### src/rtl/lkst_pkg.sv
package lkst_pkg;
  localparam int DATA_W   = 32;
  localparam int ADDR_W   = 8;
  localparam int NS_W     = 2;
  localparam int S_W      = 3;
  localparam int FLT_W    = 4;
  localparam int CMD_W    = 16;
  localparam int VLVL_W   = 3;

  localparam logic [7:0] OFS_NSLOCK = 8'h00;
  localparam logic [7:0] OFS_SLOCK  = 8'h04;
  localparam logic [7:0] OFS_FLTLCK = 8'h08;
  localparam logic [7:0] OFS_ERASE  = 8'h0C;
  localparam logic [7:0] OFS_VDET   = 8'h10;
  localparam logic [7:0] OFS_CMD    = 8'h2C;

  localparam int FULL_BIT  = 0;
  localparam int CACHE_BIT = 16;

  // fault-routing bit positions
  localparam int FLT_LOCKUP = 0;
  localparam int FLT_SRAM   = 1;
  localparam int FLT_VDET   = 2;
  localparam int FLT_FLASH  = 3;

  function automatic logic set_only_next(input logic q, input logic hit, input logic wbit);
    return q | (hit & wbit);
  endfunction

  function automatic logic w1c_next(input logic q, input logic hw_set, input logic sw_clr);
    if (hw_set) return 1'b1;
    if (sw_clr) return 1'b0;
    return q;
  endfunction

  function automatic logic brk_fold(input logic [FLT_W-1:0] flt, input logic [FLT_W-1:0] en);
    return |(flt & en);
  endfunction
endpackage

### src/rtl/lkst_setonly.sv
module lkst_setonly #(
  parameter int W = 2
) (
  input  logic         clk,
  input  logic         rst_n,
  input  logic         wr_hit,
  input  logic [W-1:0] wdata,
  output logic [W-1:0] q
);
  import lkst_pkg::*;

  for (genvar i = 0; i < W; i++) begin : g_bit
    always_ff @(posedge clk) begin
      if (!rst_n) q[i] <= 1'b0;
      else        q[i] <= set_only_next(q[i], wr_hit, wdata[i]);
    end

    assert_lock_keep_R1: assert property (@(posedge clk) disable iff (!rst_n)
      q[i] |=> q[i]);
    assert_lock_set_R1: assert property (@(posedge clk) disable iff (!rst_n)
      (wr_hit && wdata[i]) |=> q[i]);
  end
endmodule

### src/rtl/lkst_w1c_bit.sv
module lkst_w1c_bit #(
  parameter bit POR_ONLY = 1'b0
) (
  input  logic clk,
  input  logic por_rst_n,
  input  logic sys_rst_n,
  input  logic hw_set,
  input  logic sw_clr,
  output logic q
);
  import lkst_pkg::*;

  logic clr_now;

  if (POR_ONLY) begin : g_por
    assign clr_now = !por_rst_n;
    assert_keep_sysrst_R5: assert property (@(posedge clk) disable iff (!por_rst_n)
      (!sys_rst_n && q) |=> q);
  end else begin : g_sys
    assign clr_now = !por_rst_n || !sys_rst_n;
    assert_clr_sysrst_R6: assert property (@(posedge clk) disable iff (!por_rst_n)
      (!sys_rst_n) |=> !q);
  end

  always_ff @(posedge clk) begin
    if (clr_now) q <= 1'b0;
    else         q <= w1c_next(q, hw_set, sw_clr);
  end

  assert_set_wins_R7: assert property (@(posedge clk) disable iff (clr_now)
    hw_set |=> q);
endmodule

### src/rtl/lkst_brk.sv
module lkst_brk #(
  parameter int N = 4
) (
  input  logic         clk,
  input  logic         rst_n,
  input  logic [N-1:0] flt,
  input  logic [N-1:0] en,
  output logic         brk
);
  import lkst_pkg::*;

  logic gated_any;
  assign gated_any = |(flt & en);

  always_ff @(posedge clk) begin
    if (!rst_n) brk <= 1'b0;
    else        brk <= gated_any;
  end

  assert_brk_rise_R3: assert property (@(posedge clk) disable iff (!rst_n)
    gated_any |=> brk);
  assert_brk_quiet_R3: assert property (@(posedge clk) disable iff (!rst_n)
    !gated_any |=> !brk);
endmodule

### src/rtl/sticky_lock_ctrl.sv
module sticky_lock_ctrl
  import lkst_pkg::*;
#(
  parameter int AW    = ADDR_W,
  parameter int DW    = DATA_W,
  parameter int NSW   = NS_W,
  parameter int SW    = S_W,
  parameter int FW    = FLT_W,
  parameter int CW    = CMD_W,
  parameter int LVLW  = VLVL_W
) (
  input  logic            clk,
  input  logic            por_rst_n,
  input  logic            sys_rst_n,
  input  logic            reg_wr,
  input  logic [AW-1:0]   reg_addr,
  input  logic [DW-1:0]   reg_wdata,
  output logic [DW-1:0]   reg_rdata,
  input  logic [FW-1:0]   flt_i,
  input  logic            full_erase_done_i,
  input  logic            cache_erase_done_i,
  output logic [NSW-1:0]  ns_lock_o,
  output logic [SW-1:0]   s_lock_o,
  output logic [FW-1:0]   flt_lock_o,
  output logic            brk_o,
  output logic            vdet_en_o,
  output logic [LVLW-1:0] vdet_lvl_o,
  output logic [CW-1:0]   cmd_o
);
  localparam int VCFG_W = LVLW + 1;

  logic sys_ok;
  assign sys_ok = por_rst_n & sys_rst_n;

  // decoded write strobes, inactive during any reset
  logic wr_ok, hit_ns, hit_s, hit_flt, hit_erase, hit_vdet, hit_cmd;
  assign wr_ok     = reg_wr & sys_ok;
  assign hit_ns    = wr_ok && (reg_addr == AW'(OFS_NSLOCK));
  assign hit_s     = wr_ok && (reg_addr == AW'(OFS_SLOCK));
  assign hit_flt   = wr_ok && (reg_addr == AW'(OFS_FLTLCK));
  assign hit_erase = wr_ok && (reg_addr == AW'(OFS_ERASE));
  assign hit_vdet  = wr_ok && (reg_addr == AW'(OFS_VDET));
  assign hit_cmd   = wr_ok && (reg_addr == AW'(OFS_CMD));

  logic [NSW-1:0] ns_q;
  logic [SW-1:0]  s_q;
  logic [FW-1:0]  flt_q;

  lkst_setonly #(.W(NSW)) u_ns_lock (
    .clk(clk), .rst_n(sys_ok), .wr_hit(hit_ns), .wdata(reg_wdata[NSW-1:0]), .q(ns_q));
  lkst_setonly #(.W(SW)) u_s_lock (
    .clk(clk), .rst_n(sys_ok), .wr_hit(hit_s), .wdata(reg_wdata[SW-1:0]), .q(s_q));
  lkst_setonly #(.W(FW)) u_flt_lock (
    .clk(clk), .rst_n(sys_ok), .wr_hit(hit_flt), .wdata(reg_wdata[FW-1:0]), .q(flt_q));

  // erase status flags
  logic st_full, st_cache;
  logic clr_full, clr_cache;
  assign clr_full  = hit_erase & reg_wdata[FULL_BIT];
  assign clr_cache = hit_erase & reg_wdata[CACHE_BIT];

  lkst_w1c_bit #(.POR_ONLY(1'b1)) u_st_full (
    .clk(clk), .por_rst_n(por_rst_n), .sys_rst_n(sys_rst_n),
    .hw_set(full_erase_done_i), .sw_clr(clr_full), .q(st_full));
  lkst_w1c_bit #(.POR_ONLY(1'b0)) u_st_cache (
    .clk(clk), .por_rst_n(por_rst_n), .sys_rst_n(sys_rst_n),
    .hw_set(cache_erase_done_i), .sw_clr(clr_cache), .q(st_cache));

  // voltage-detector configuration, frozen by its fault-routing lock
  logic [VCFG_W-1:0] vdet_q;
  logic vdet_frozen;
  assign vdet_frozen = flt_q[FLT_VDET];

  always_ff @(posedge clk) begin
    if (!sys_ok) vdet_q <= '0;
    else if (hit_vdet && !vdet_frozen) vdet_q <= reg_wdata[VCFG_W-1:0];
  end

  // command register, power-on domain only
  logic [CW-1:0] cmd_q;
  always_ff @(posedge clk) begin
    if (!por_rst_n) cmd_q <= '0;
    else if (hit_cmd) cmd_q <= reg_wdata[CW-1:0];
  end

  lkst_brk #(.N(FW)) u_brk (
    .clk(clk), .rst_n(sys_ok), .flt(flt_i), .en(flt_q), .brk(brk_o));

  assign ns_lock_o  = ns_q;
  assign s_lock_o   = s_q;
  assign flt_lock_o = flt_q;
  assign vdet_en_o  = vdet_q[0];
  assign vdet_lvl_o = vdet_q[VCFG_W-1:1];
  assign cmd_o      = cmd_q;

  always_comb begin
    reg_rdata = '0;
    case (reg_addr)
      AW'(OFS_NSLOCK): reg_rdata[NSW-1:0] = ns_q;
      AW'(OFS_SLOCK):  reg_rdata[SW-1:0]  = s_q;
      AW'(OFS_FLTLCK): reg_rdata[FW-1:0]  = flt_q;
      AW'(OFS_ERASE): begin
        reg_rdata[FULL_BIT]  = st_full;
        reg_rdata[CACHE_BIT] = st_cache;
      end
      AW'(OFS_VDET):   reg_rdata[VCFG_W-1:0] = vdet_q;
      AW'(OFS_CMD):    reg_rdata[CW-1:0] = cmd_q;
      default:         reg_rdata = '0;
    endcase
  end

  logic unused_wdata;
  assign unused_wdata = ^reg_wdata[DW-1:CACHE_BIT+1];

  assert_vdet_frozen_R4: assert property (@(posedge clk) disable iff (!sys_ok)
    vdet_frozen |=> $stable(vdet_q));
  assert_cmd_keep_R8: assert property (@(posedge clk) disable iff (!por_rst_n)
    (!sys_rst_n) |=> $stable(cmd_q));
  assert_brk_locked_off_R2: assert property (@(posedge clk) disable iff (!sys_ok)
    (flt_q == '0) |=> !brk_o);
endmodule

### config.mk
export PLATFORM = sky130hd
export DESIGN_NAME = sticky_lock_ctrl
export DESIGN_NICKNAME = d
export VERILOG_FILES = /design/src/rtl/lkst_pkg.sv /design/src/rtl/lkst_setonly.sv /design/src/rtl/lkst_w1c_bit.sv /design/src/rtl/lkst_brk.sv /design/src/rtl/sticky_lock_ctrl.sv
export SDC_FILE = /design/constraint.sdc
export NUM_CORES = 1
export LEC_CHECK = 0
export ABC_AREA = 0
export BUFFER_PORTS_ARGS = -buffer_cell sky130_fd_sc_hd__clkbuf_2
export CAP_MARGIN = 5
export CORE_AREA = 2 2 63 77
export DETAILED_ROUTE_END_ITERATION = 10
export DIE_AREA = 0 0 65 79
export GPL_ROUTABILITY_DRIVEN = 0
export PLACE_DENSITY = 0.75
export SYNTH_ARGS = -nofsm -noshare
export SYNTH_HDL_FRONTEND = slang
export SYNTH_HIERARCHICAL = 1
export SYNTH_SLANG_ARGS = --single-unit
### constraint.sdc
create_clock -name clk -period 3.3 [get_ports clk]
set_clock_uncertainty 0.1 [all_clocks]
set_input_delay 0.66 -clock clk [delete_from_list [all_inputs] [get_ports clk]]
set_output_delay 0.66 -clock clk [all_outputs]
set_load 0.005 [all_outputs]
==> metrics.txt <==
status completed; clk sinks 32; CP required 2540 ps; share of layout cells above drive strength 1 0.354; syn avg cell area approximately 8.7 µm²; Post-CTS Setup Inserts 0; Max Clk Rate 0.347 GHz; Max Cap Viol 0; initial antenna violation count 0; hpwl dp 3230 µm; GR Util All Layers 0.162; clk root buf clkbuf_8; synthesized flop and latch total 32; Worst R2R Path Depth 2; CTS tree yes; largest delay contributor family on the critical path simple AND/OR/NAND/NOR gates; commonest non-fill, non-tap cell in the layout clkbuf_2; worst rel slew slack 0.580; largest area contributor in the netlist dfxtp_1; worst-margin pin slew ~620 ps; fill cell count between 400 and 500; Critical Path End Type primary output; library cells used by synthesis 31; H-tree Lvls 2; end of the worst hold path cmd_o[5]; worst-path fanout max 5; crit path launch reg_addr[1]; Post-Synthesis Cell Area around 1700 µm²; worst path arrival time 2120 ps; CP max-delay cell or4_1; row count 27; routed wire length roughly 4100 µm; TritonRoute pass-1 iters 5; Final Hold Violating Endpoints 0; hold_buf cts 0; Die Ht approximately 79 µm; Hold WC Path Type flip-flop to flip-flop; TNS Setup 0 ps; routed via count ~1600; die outline width between 60 and 70 µm; sequential-to-total area share from yosys stat 0.378; min Tclk post-route approximately 2900 ps; post-cts resize count 0; Core Area approximately 4400 µm²; # IOs 112; antenna cell count 0; CP startpoint kind primary input; LEAKAGE 1.08 nW; wire length per cell ~12 µm; CTS clock-pin slew for the worst setup and hold paths 60 ps; Worst path max stage delay approximately 600 ps; most frequent cells in the layout 81 x clkbuf_2, 41 x nand2_1, 32 x dfxtp_1; Crit path depth 6; Slew Viols, Final 0; # nets final 329; Routed Antenna Nets 0; total power draw about 0.00086 W; worst skew pair latency roughly 280 ps; Initial Util 0.383; reg2reg start u_flt_lock/q[2]; most used cell, CP clkbuf_2; largest net degree at the start of global routing 36; worst r2r dst vdet_q[3]; vias in the first global route 1416; Hold Path Stages 2; Setup violations, final 0; post-synthesis cell count roughly 200; via/cell ratio approximately 4.8; WP buf/inv 3; CP Cell Sequence clkbuf_2, or4_1, buf_4, nor4b_1, a221o_1, clkbuf_2; RSZ-0062 raised after global routing false; # DRC 0; share of the synthesized area in the top cell type 0.378; largest buffer count on any clock path 2; synth-to-layout area growth 31.6%; Yosys warnings 6; Peak VDD IR a little under 0.3 mV; kind of critical path primary input to primary output; first-pass GRT wire length between 6000 and 7000 µm; Port Buffers between 80 and 90; PwrDens between 300 and 400 nW/µm²; R2R Setup Slk roughly 2200 ps; Final Cycle Share 0.873; drt first-iter violations 35; Synth area leaders dfxtp_1 38%, mux2i_1 12%, nand2_1 9.1%; die area about 5100 µm²; hold path start cmd_o[5]; grt total ovfl 0; CTS buffer count 5
[synth_stat cells]
cell type  count
a21boi_1       1
nor2b_4        1
buf_6          1
nor4_1         6
buf_12         1
buf_4         15
inv_1          2
nor3_1         1
a211o_1        1
nor2_1         4
nor3_4         1
nand4b_1       2
a21oi_1        9
dfxtp_1       32
o21a_1         1
and2_1        16
nor2b_1       10
nand2_1       41
a22oi_1        2
a221o_1        3
clkbuf_1       8
nor4b_1        2
mux2i_1       21
conb_1         1
and3_1         4
o211a_1        1
nand2b_1       3
nand3_1        1
mux4_2         1
or4_1          1
a22o_1         2
[worst max-delay path by stage]
| stage | to | slack, ps |
|---|---|---|
| 6_report | reg_rdata[1] | 420 |
| 5_1_grt | reg_rdata[1] | 300 |
| 4_1_cts | reg_rdata[1] | 400 |
| 3_5_place_dp | reg_rdata[1] | 410 |
| 3_3_place_gp | reg_rdata[1] | 430 |
| 2_1_floorplan | reg_rdata[1] | 630 |
[through the flow]
step / std cells / hold WS (ps) / util / cell area [µm²] / setup WS (ps)
2_1_floorplan: 209 / 360 / - / 1750 / 630
3_3_place_gp: 330 / 353 / 0.476 / 2100 / 427
3_5_place_dp: 330 / 359 / 0.476 / 2100 / 406
4_1_cts: 338 / 373 / 0.504 / 2230 / 404
5_1_grt: 338 / 383 / 0.504 / 2230 / 299
6_report: 338 / 367 / 0.504 / 2230 / 418
[cell type report]
cell class,instances,area (µm²),area share
Multi-Input combinational cell,150,926,0.415
Sequential cell,32,641,0.287
Timing Repair Buffer,88,458,0.205
Clock buffer,7,96.3,0.0432
Tap cell,58,72.6,0.0325
Clock inverter,1,30.0,0.0135
Inverter,2,7.51,0.00337
[flip-flops by register name, indices dropped and copies added, names as in the netlist]
signal        cells
cmd_o            16
u_brk/brk         1
u_flt_lock/q      4
u_ns_lock/q       2
u_s_lock/q        3
u_st_cache/q      1
u_st_full/q       1
vdet_q            4
[cells by family (layout without fill, tap and decap cells)]
family                 after synthesis  in the layout  share of synthesized area
buffers and inverters               27             98                      0.107
other                                1             15                    0.00221
muxes                               22             22                      0.137
DFF                                 32             32                      0.378
AOI/OAI and AO/OA                   20             20                     0.0834
and+or+nand+nor                     93             93                      0.292
[layer usage]
metal | global-route usage | wire (µm) | share of wire
met3 | 0.0453 | 343 | 0.083
met4 | 0.0702 | 105 | 0.025
met5 | 0 | 0 | 0
met1 | 0.185 | 1640 | 0.40
met2 | 0.279 | 2040 | 0.49
[power by group]
group	total [W]	switching (W)	internal, W
Sequential	0.000389	0.000000935	0.000388
Combinational	0.0000636	0.0000362	0.0000275
Clock	0.000408	0.000141	0.000266
[tightest hold or removal path: stages, from the launching register on]
cell,delay [ps]
dfxtp_1,320
nand2_1,60
mux2i_1,50
Note: power is estimated with default switching activity, not from simulation.
